$ cat src/rtl/frg_pkg.sv
package frg_pkg;
    typedef enum logic [1:0] {
        ACC_READ  = 2'b00,
        ACC_WRITE = 2'b01,
        ACC_ERASE = 2'b10,
        ACC_SPARE = 2'b11
    } acc_kind_e;

    typedef enum logic {RSP_IDLE, RSP_REPLY} rsp_state_e;
    typedef enum logic {LK_OPEN, LK_SEALED} lock_state_e;

    localparam int RPE_BIT   = 15;
    localparam int WPE_BIT   = 31;
    localparam int LIMIT_LSB = 16;
endpackage

$ cat src/rtl/frg_regfile.sv
module frg_regfile
    import frg_pkg::*;
#(
    parameter int NUM     = 5,
    parameter int FIELD_W = 13,
    parameter int IDX_W   = 3
) (
    input  logic                 clk,
    input  logic                 rst_n,
    input  logic                 cfg_we,
    input  logic [IDX_W-1:0]     cfg_idx,
    input  logic [31:0]          cfg_wdata,
    input  logic                 lock_req,
    output logic [31:0]          cfg_rdata,
    output logic [NUM-1:0][31:0] range_regs,
    output logic                 sealed
);
    localparam logic [31:0] FIELD_ONES = (32'd1 << FIELD_W) - 32'd1;
    localparam logic [31:0] KEEP_MASK  = (32'd1 << WPE_BIT) | (32'd1 << RPE_BIT)
                                       | (FIELD_ONES << LIMIT_LSB) | FIELD_ONES;

    lock_state_e lk_q, lk_d;
    logic [NUM-1:0][31:0] regs_q;

    always_comb begin
        lk_d = lk_q;
        unique case (lk_q)
            LK_OPEN:   if (lock_req) lk_d = LK_SEALED;
            LK_SEALED: lk_d = LK_SEALED;
        endcase
    end

    always_ff @(posedge clk or negedge rst_n) begin
        if (!rst_n) lk_q <= LK_OPEN;
        else        lk_q <= lk_d;
    end

    always_ff @(posedge clk or negedge rst_n) begin
        if (!rst_n) begin
            regs_q <= '0;
        end else if (cfg_we && lk_q == LK_OPEN) begin
            for (int i = 0; i < NUM; i++) begin
                if (cfg_idx == IDX_W'(i)) regs_q[i] <= cfg_wdata & KEEP_MASK;
            end
        end
    end

    always_comb begin
        cfg_rdata = '0;
        for (int i = 0; i < NUM; i++) begin
            if (cfg_idx == IDX_W'(i)) cfg_rdata = regs_q[i];
        end
    end

    assign range_regs = regs_q;
    assign sealed     = (lk_q == LK_SEALED);
endmodule

$ cat src/rtl/frg_window.sv
module frg_window
    import frg_pkg::*;
#(
    parameter int FIELD_W = 13
) (
    input  logic [31:0]        entry,
    input  logic [FIELD_W-1:0] granule,
    input  logic               is_read,
    output logic               hit
);
    logic [FIELD_W-1:0] lo_g, hi_g;
    logic               in_span, armed, used;

    assign lo_g    = entry[FIELD_W-1:0];
    assign hi_g    = entry[LIMIT_LSB +: FIELD_W];
    assign used    = |entry;
    assign armed   = is_read ? entry[RPE_BIT] : entry[WPE_BIT];
    assign in_span = (granule >= lo_g) && (granule <= hi_g);
    assign hit     = used && armed && in_span;
endmodule

$ cat src/rtl/frg_pick.sv
module frg_pick #(
    parameter int NUM   = 5,
    parameter int IDX_W = 3
) (
    input  logic [NUM-1:0]   hits,
    output logic             any_hit,
    output logic [IDX_W-1:0] first_idx
);
    always_comb begin
        first_idx = '0;
        for (int i = NUM - 1; i >= 0; i--) begin
            if (hits[i]) first_idx = IDX_W'(i);
        end
    end
    assign any_hit = |hits;
endmodule

$ cat src/rtl/flash_range_guard.sv
module flash_range_guard
    import frg_pkg::*;
#(
    parameter int NUM_RANGES = 5,
    parameter int ADDR_W     = 25,
    parameter int GRAN_SHIFT = 12,
    localparam int FIELD_W   = ADDR_W - GRAN_SHIFT,
    localparam int IDX_W     = $clog2(NUM_RANGES)
) (
    input  logic              clk,
    input  logic              rst_n,
    input  logic              cfg_we,
    input  logic [IDX_W-1:0]  cfg_idx,
    input  logic [31:0]       cfg_wdata,
    output logic [31:0]       cfg_rdata,
    input  logic              lock_req,
    input  logic              req_valid,
    input  logic [ADDR_W-1:0] req_addr,
    input  logic [1:0]        req_kind,
    output logic              rsp_valid,
    output logic              rsp_deny,
    output logic [IDX_W-1:0]  rsp_idx
);
    logic [NUM_RANGES-1:0][31:0] range_regs;
    logic [NUM_RANGES-1:0]       hits;
    logic                        lock_sealed, any_hit, is_read;
    logic [IDX_W-1:0]            first_idx;
    logic [FIELD_W-1:0]          granule;
    logic                        unused_low;
    rsp_state_e                  st_q, st_d;

    assign granule    = req_addr[ADDR_W-1:GRAN_SHIFT];
    assign unused_low = ^req_addr[GRAN_SHIFT-1:0];
    assign is_read    = (acc_kind_e'(req_kind) == ACC_READ);

    frg_regfile #(.NUM(NUM_RANGES), .FIELD_W(FIELD_W), .IDX_W(IDX_W)) u_regs (
        .clk(clk), .rst_n(rst_n), .cfg_we(cfg_we), .cfg_idx(cfg_idx),
        .cfg_wdata(cfg_wdata), .lock_req(lock_req), .cfg_rdata(cfg_rdata),
        .range_regs(range_regs), .sealed(lock_sealed)
    );

    for (genvar g = 0; g < NUM_RANGES; g++) begin : g_win
        frg_window #(.FIELD_W(FIELD_W)) u_win (
            .entry(range_regs[g]), .granule(granule),
            .is_read(is_read), .hit(hits[g])
        );
    end

    frg_pick #(.NUM(NUM_RANGES), .IDX_W(IDX_W)) u_pick (
        .hits(hits), .any_hit(any_hit), .first_idx(first_idx)
    );

    always_comb begin
        st_d = st_q;
        unique case (st_q)
            RSP_IDLE:  if (req_valid) st_d = RSP_REPLY;
            RSP_REPLY: if (!req_valid) st_d = RSP_IDLE;
        endcase
    end

    always_ff @(posedge clk or negedge rst_n) begin
        if (!rst_n) st_q <= RSP_IDLE;
        else        st_q <= st_d;
    end

    always_ff @(posedge clk or negedge rst_n) begin
        if (!rst_n) begin
            rsp_deny <= 1'b0;
            rsp_idx  <= '0;
        end else if (req_valid && any_hit) begin
            rsp_deny <= 1'b1;
            rsp_idx  <= first_idx;
        end else begin
            rsp_deny <= 1'b0;
            rsp_idx  <= '0;
        end
    end

    assign rsp_valid = (st_q == RSP_REPLY);
endmodule

$ cat config.mk
export PLATFORM = sky130hd
export DESIGN_NAME = flash_range_guard
export DESIGN_NICKNAME = d
export VERILOG_FILES = /design/src/rtl/frg_pkg.sv /design/src/rtl/frg_regfile.sv /design/src/rtl/frg_window.sv /design/src/rtl/frg_pick.sv /design/src/rtl/flash_range_guard.sv
export SDC_FILE = /design/constraint.sdc
export NUM_CORES = 1
export LEC_CHECK = 0
export CAP_MARGIN = 0
export CORE_ASPECT_RATIO = 0.6
export CORE_MARGIN = 3
export CORE_UTILIZATION = 55
export CTS_BUF_LIST = sky130_fd_sc_hd__clkbuf_16
export DETAILED_ROUTE_END_ITERATION = 16
export GPL_TIMING_DRIVEN = 0
export PLACE_DENSITY = 0.81
export SLEW_MARGIN = 15
export SYNTH_ARGS = -nofsm -noshare
export SYNTH_HDL_FRONTEND = slang
export SYNTH_SLANG_ARGS = --single-unit
$ cat constraint.sdc
create_clock -name clk -period 5.27 [get_ports clk]
set_clock_uncertainty 0.15 [all_clocks]
set_input_delay 0.7905 -clock clk [delete_from_list [all_inputs] [get_ports clk]]
set_output_delay 0.7905 -clock clk [all_outputs]
set_load 0.05 [all_outputs]
Yosys cells after proc, flatten, opt, wreduce, memory -nomap -nowiden
Cells that the tools add are included.

Bits in registers: 146. Input bits: 67. Output and inout bits: 37. Word-level logic and storage cells: 74.

Order comparisons: 10. Eq/ne operators: 4. Mux-type cells: 20. Bitwise operators: 1. Reduce and logical (&&, ||, !) cells: 30.

Operators with widths (number): $mux 32 (5); $reduce_or 28->1 (5); $ge 13x13->1 (5); $le 13x13->1 (5); $mux 3 (6); $logic_and 1x1->1 (17); $reduce_and 2->1 (5); $mux 1 (8); $eq 3x2->1 const B (2); $reduce_or 5->1 (1); $eq 3x1->1 const B (1); $eq 3x3->1 const B (1); $logic_not 3->1 (1); $logic_not 2->1 (1); $pmux 1 s2 (1); $not 1->1 (1).

Depth between registers and ports, before layout
Gate-level depths: netlist of run 1.

Depth in word-level cells: 10. Mapped depth: 9. Depth with buffers taken out: 9.

Hierarchy
From an unflattened synthesis of run 1, not the netlist that was laid out.

Cells, all modules: 980. Area total of the unflattened synthesis: 10119.7 um^2.

By module, submodules not included: frg_regfile (instances 1, cells each 507, area an instance 6585.1 um^2); frg_window (g_win[0].u_win ...) (instances 4, cells each 91, area an instance 666.9 um^2); frg_window (g_win[4].u_win) (instances 1, cells each 91, area an instance 663.1 um^2); flash_range_guard (instances 1, cells each 10, area an instance 155.1 um^2); frg_pick (instances 1, cells each 8, area an instance 48.8 um^2).

Least setup slack after synthesis of run 1
No wires, ideal clock.

Kind: input to output. Start: input port cfg_idx[1]. End: output port cfg_rdata[10]. Arrival: 2.619 ns. Setup slack: 1.710 ns. Stages on the path: 5. Path buffers: 2. Cell sequence: clkbuf_1 > buf_2 > mux4_2 > inv_1 > o21ai_0.

Longest elaborated chain between the ends: 6. Elaborated cells between the ends (all ways): 10. Classes of those cells: eq/ne: 4; mux: 5; reduce/logical: 1.

Ends and longest elaborated chain: start: declaration (line flash_range_guard.sv:13) `input logic [IDX_W-1:0] cfg_idx,`; $logic_not 3->1 (line frg_regfile.sv:51) `if (cfg_idx == IDX_W'(i)) cfg_rdata = regs_q[i];`; $mux 32 (4 in a row) (line frg_regfile.sv:51); $mux 32 (*) (line frg_regfile.sv:51); end: declaration (line flash_range_guard.sv:15) `output logic [31:0] cfg_rdata,`.

Mark *: on every way between the ends. The rest lies on a longest branch, timed or not.

Final worst setup path of run 1
Start: input port cfg_idx[0]. End: output port cfg_rdata[24].

The elaborated chain is that of the path after synthesis.

==> impl_metrics.ini, run 1 <==
[synth]
postSynthCellCount = 930
yosysTopAreaCellShare_pct = 37.4
synth_edf_count = 0
syn_area_mm2 = 0.00977
synth-seq-cells = 146
synthMostInstantiatedCell = inv_1
yosys-top-cells-count = inv_1, dfrtp_1, ha_1
synth_flop_cell = dfrtp_1
yosysWarnings = 0
ys_seq_area_share_pct = 37.4
yosysTopAreaCell = dfrtp_1
synthTopCellsByArea = dfrtp_1, ha_1, mux2_2
syn_area_per_cell_um2 = 10.5
synth_cell_types = 48
async_reset_ff_share_pct = 100

[grt]
grt_antenna_before_repair = 0
gr-total-overflow = 0
grt_use_total_pct = 30.2
grt_max_degree = 101
grt_pass1_wl_um = 43500
grt_pass1_vias = 7702

[cells_and_area]
final-seq-area_mm2 = 0.00365
fillers = 1330
multiInputGateArea_mm2 = 0.00539
syn2layout_area_growth_pct = 17.7
nets = 1232
drive_gt1_share_pct = 19.5
design_area_mm2 = 0.0115
num_antenna_cells = 0

[placement]
place.gp.congestion = 0.987
place_area_mm2 = 0.0109
port_buffers = 82
hpwl_um = 21400

[power_and_ir_drop]
intPower_mw = 2.08
leakagePower_nw = 5.33
p_sw_mw = 0.859
power.total_mw = 2.94
p_seq_share_pct = 41.0
switching_share_pct = 29.2
clkPwrFrac_pct = 40.7
power.density_mw_per_mm2 = 256
power_frac_comb_pct = 18.3
vdd_drop_max_uv = 221

[clock_tree]
cts.repair.resized = 0
cts_hold_buf = 0
h-tree-depth = 4
cts_sinks = 146
clockRootBuffer = clkbuf_16
postCtsSetupRepairBufs = 0
clock_path_buffers = 2
cts.reportedPaths.clkPinSlew_ns = 0.06
cts_tree = done
numCtsBuffers = 17
clk_latency_ns = 0.44

[die]
num_rows = 37
core_area_mm2 = 0.0173
die_x_um = 178
die_y_um = 109
io_pins = 104
dieArea_mm2 = 0.0195
floorplan.initialDensity_pct = 56.6

[critical_path]
reg2reg_from = u_regs.range_regs[99]
required_ns = 4.33
rrSetupSlack_ns = 2.56
path_max_fanout = 10
r2r_cells = 9
reg2reg_to = rsp_idx[2]
crit_path_end_kind = output port
crit_arrival_ns = 3.93
critPathLaunchType = input pin
crit_type = in -> out

[job]
max_cap_viol_count = 0

[sta]
hold_slack_ns = 0.0931
worst_pin_slew_ns = 0.862
clock.fmax_mhz = 205
setup-violations-final = 0
fin_crit_ns = 4.88
hold_viol_final = 0
rsz0062_at_grt = no
fin_crit_sh_pct = 92.5
maxSlewViolCount = 0
max-slew-margin-rel_pct = 42.6

[drt]
routedWlPerCell_um = 22.1
wl_um = 28300
drc = 0
viasPerCell = 6.16
drt_iter0_drc = 799
drtAntennaViolNets = 0
vias = 7896
dr.pass1.iters = 5

[status]
status = completed

[worst_hold_path]
hp-class = in -> async
## cell usage in the layout, fill, tap and decap left out, drive strengths merged, types with 3 or more instances in the layout
cell,instances
inv,157
dfrtp,146
ha,130
mux2,117
clkdlybuf4s50,81
o21ai,71
nand2,69
a21oi,38
clkbuf,31
mux4,28
buf,20
nand4,19
nand3,18
a21o,16
nor2,16
nor2b,7
nor4,7
clkinv,7
a211oi,5
and4,5
nand2b,4
a31oi,4
conb,4
a2111oi,4
and2,3
a21boi,3
and3,3
o21a,3
clkinvlp,3
nor3,3
## through the flow
| step | instances | setup slack (ns) | utilization, % | TNS, ns |
|---|---|---|---|---|
| 2_1_floorplan | 933 | 1.71 | - | 0 |
| 3_3_place_gp | 1249 | -2.67 | 63.1 | -386.30 |
| 3_5_place_dp | 1250 | 0.501 | 63.3 | 0 |
| 4_1_cts | 1282 | 0.498 | 66.6 | 0 |
| 5_1_grt | 1282 | 0.311 | 66.6 | 0 |
| 6_report | 1282 | 0.395 | 66.6 | 0 |
## area by class of cell
| cell class | count | area share [%] |
|---|---|---|
| Tap cell | 234 | 2.55 |
| Sequential cell | 146 | 31.8 |
| Timing Repair Buffer | 83 | 7.42 |
| Inverter | 154 | 5.03 |
| Buffer | 32 | 1.35 |
| Multi-Input combinational cell | 601 | 46.9 |
| Clock buffer | 17 | 3.70 |
| Clock inverter | 15 | 1.26 |
## cell families after synthesis
kind of cell	count (synthesis)	synth area share, %
compound gates	160	10.1
fa+ha+maj	130	16.6
buf+inv	186	7.51
flops	146	37.4
mux	147	20.1
other cells	1	0.0384
simple gates	160	8.17
## worst max-delay path, stage by stage
cell and delay, ns:
clkdlybuf4s50_1 0.49, nor2_1 0.15, and2_1 0.16, clkbuf_1 0.57, clkbuf_1 0.58, nand2_1 0.10, o21ai_0 0.20, clkdlybuf4s50_1 0.89
## flip-flops by register name (all words and copies together), names as in the netlist
register,flops
rsp_idx,3
rsp_valid,1
u_regs.sealed,1
rsp_deny,1
u_regs.range_regs,140
## per-layer routing
| metal | track usage (%) | wire (um) |
|---|---|---|
| met2 | 43.2 | 11800 |
| met3 | 6.72 | 2710 |
| met5 | 0 | 0 |
| met4 | 8.90 | 547 |
| met1 | 45.7 | 13200 |
## power groups by stage
stage | Combinational, mW | Clock (mW) | Sequential (mW)
2_1_floorplan | 0.314 | 0 | 1.21
4_1_cts | 0.532 | 1.20 | 1.20
5_1_grt | 0.588 | 1.25 | 1.21
3_5_place_dp | 0.526 | 0 | 1.22
6_report | 0.539 | 1.20 | 1.20
3_3_place_gp | 0.503 | 0 | 1.22
## worst max path at each step
stage | start | end | slack (ns) | depth (start not counted)
2_1_floorplan | cfg_idx[1] | cfg_rdata[10] | 1.71 | 5
3_3_place_gp | rst_n | u_regs.range_regs[114] | -2.67 | 1
3_5_place_dp | cfg_idx[0] | cfg_rdata[24] | 0.50 | 8
4_1_cts | cfg_idx[0] | cfg_rdata[24] | 0.50 | 8
5_1_grt | cfg_idx[0] | cfg_rdata[24] | 0.31 | 8
6_report | cfg_idx[0] | cfg_rdata[24] | 0.39 | 8
Note: power is estimated with default switching activity, not from simulation.
==> inputs of run 2 (changes only) <==
==> constraint.sdc (replaced) <==
create_clock -name clk -period 5.27 [get_ports clk]
set_clock_uncertainty 0.15 [all_clocks]
set_input_delay 0.7905 -clock clk [delete_from_list [all_inputs] [get_ports clk]]
set_output_delay 0.7905 -clock clk [all_outputs]
set_load 0.02 [all_outputs]
==> results of run 2 <==
The final DEF is identical to that of run 1. Status: completed.
Among the figures that moved: setup slack after placement 0.501 ns -> 0.700 ns; setup slack after layout 0.395 ns -> 0.594 ns; total power 2.94 mW -> 2.90 mW
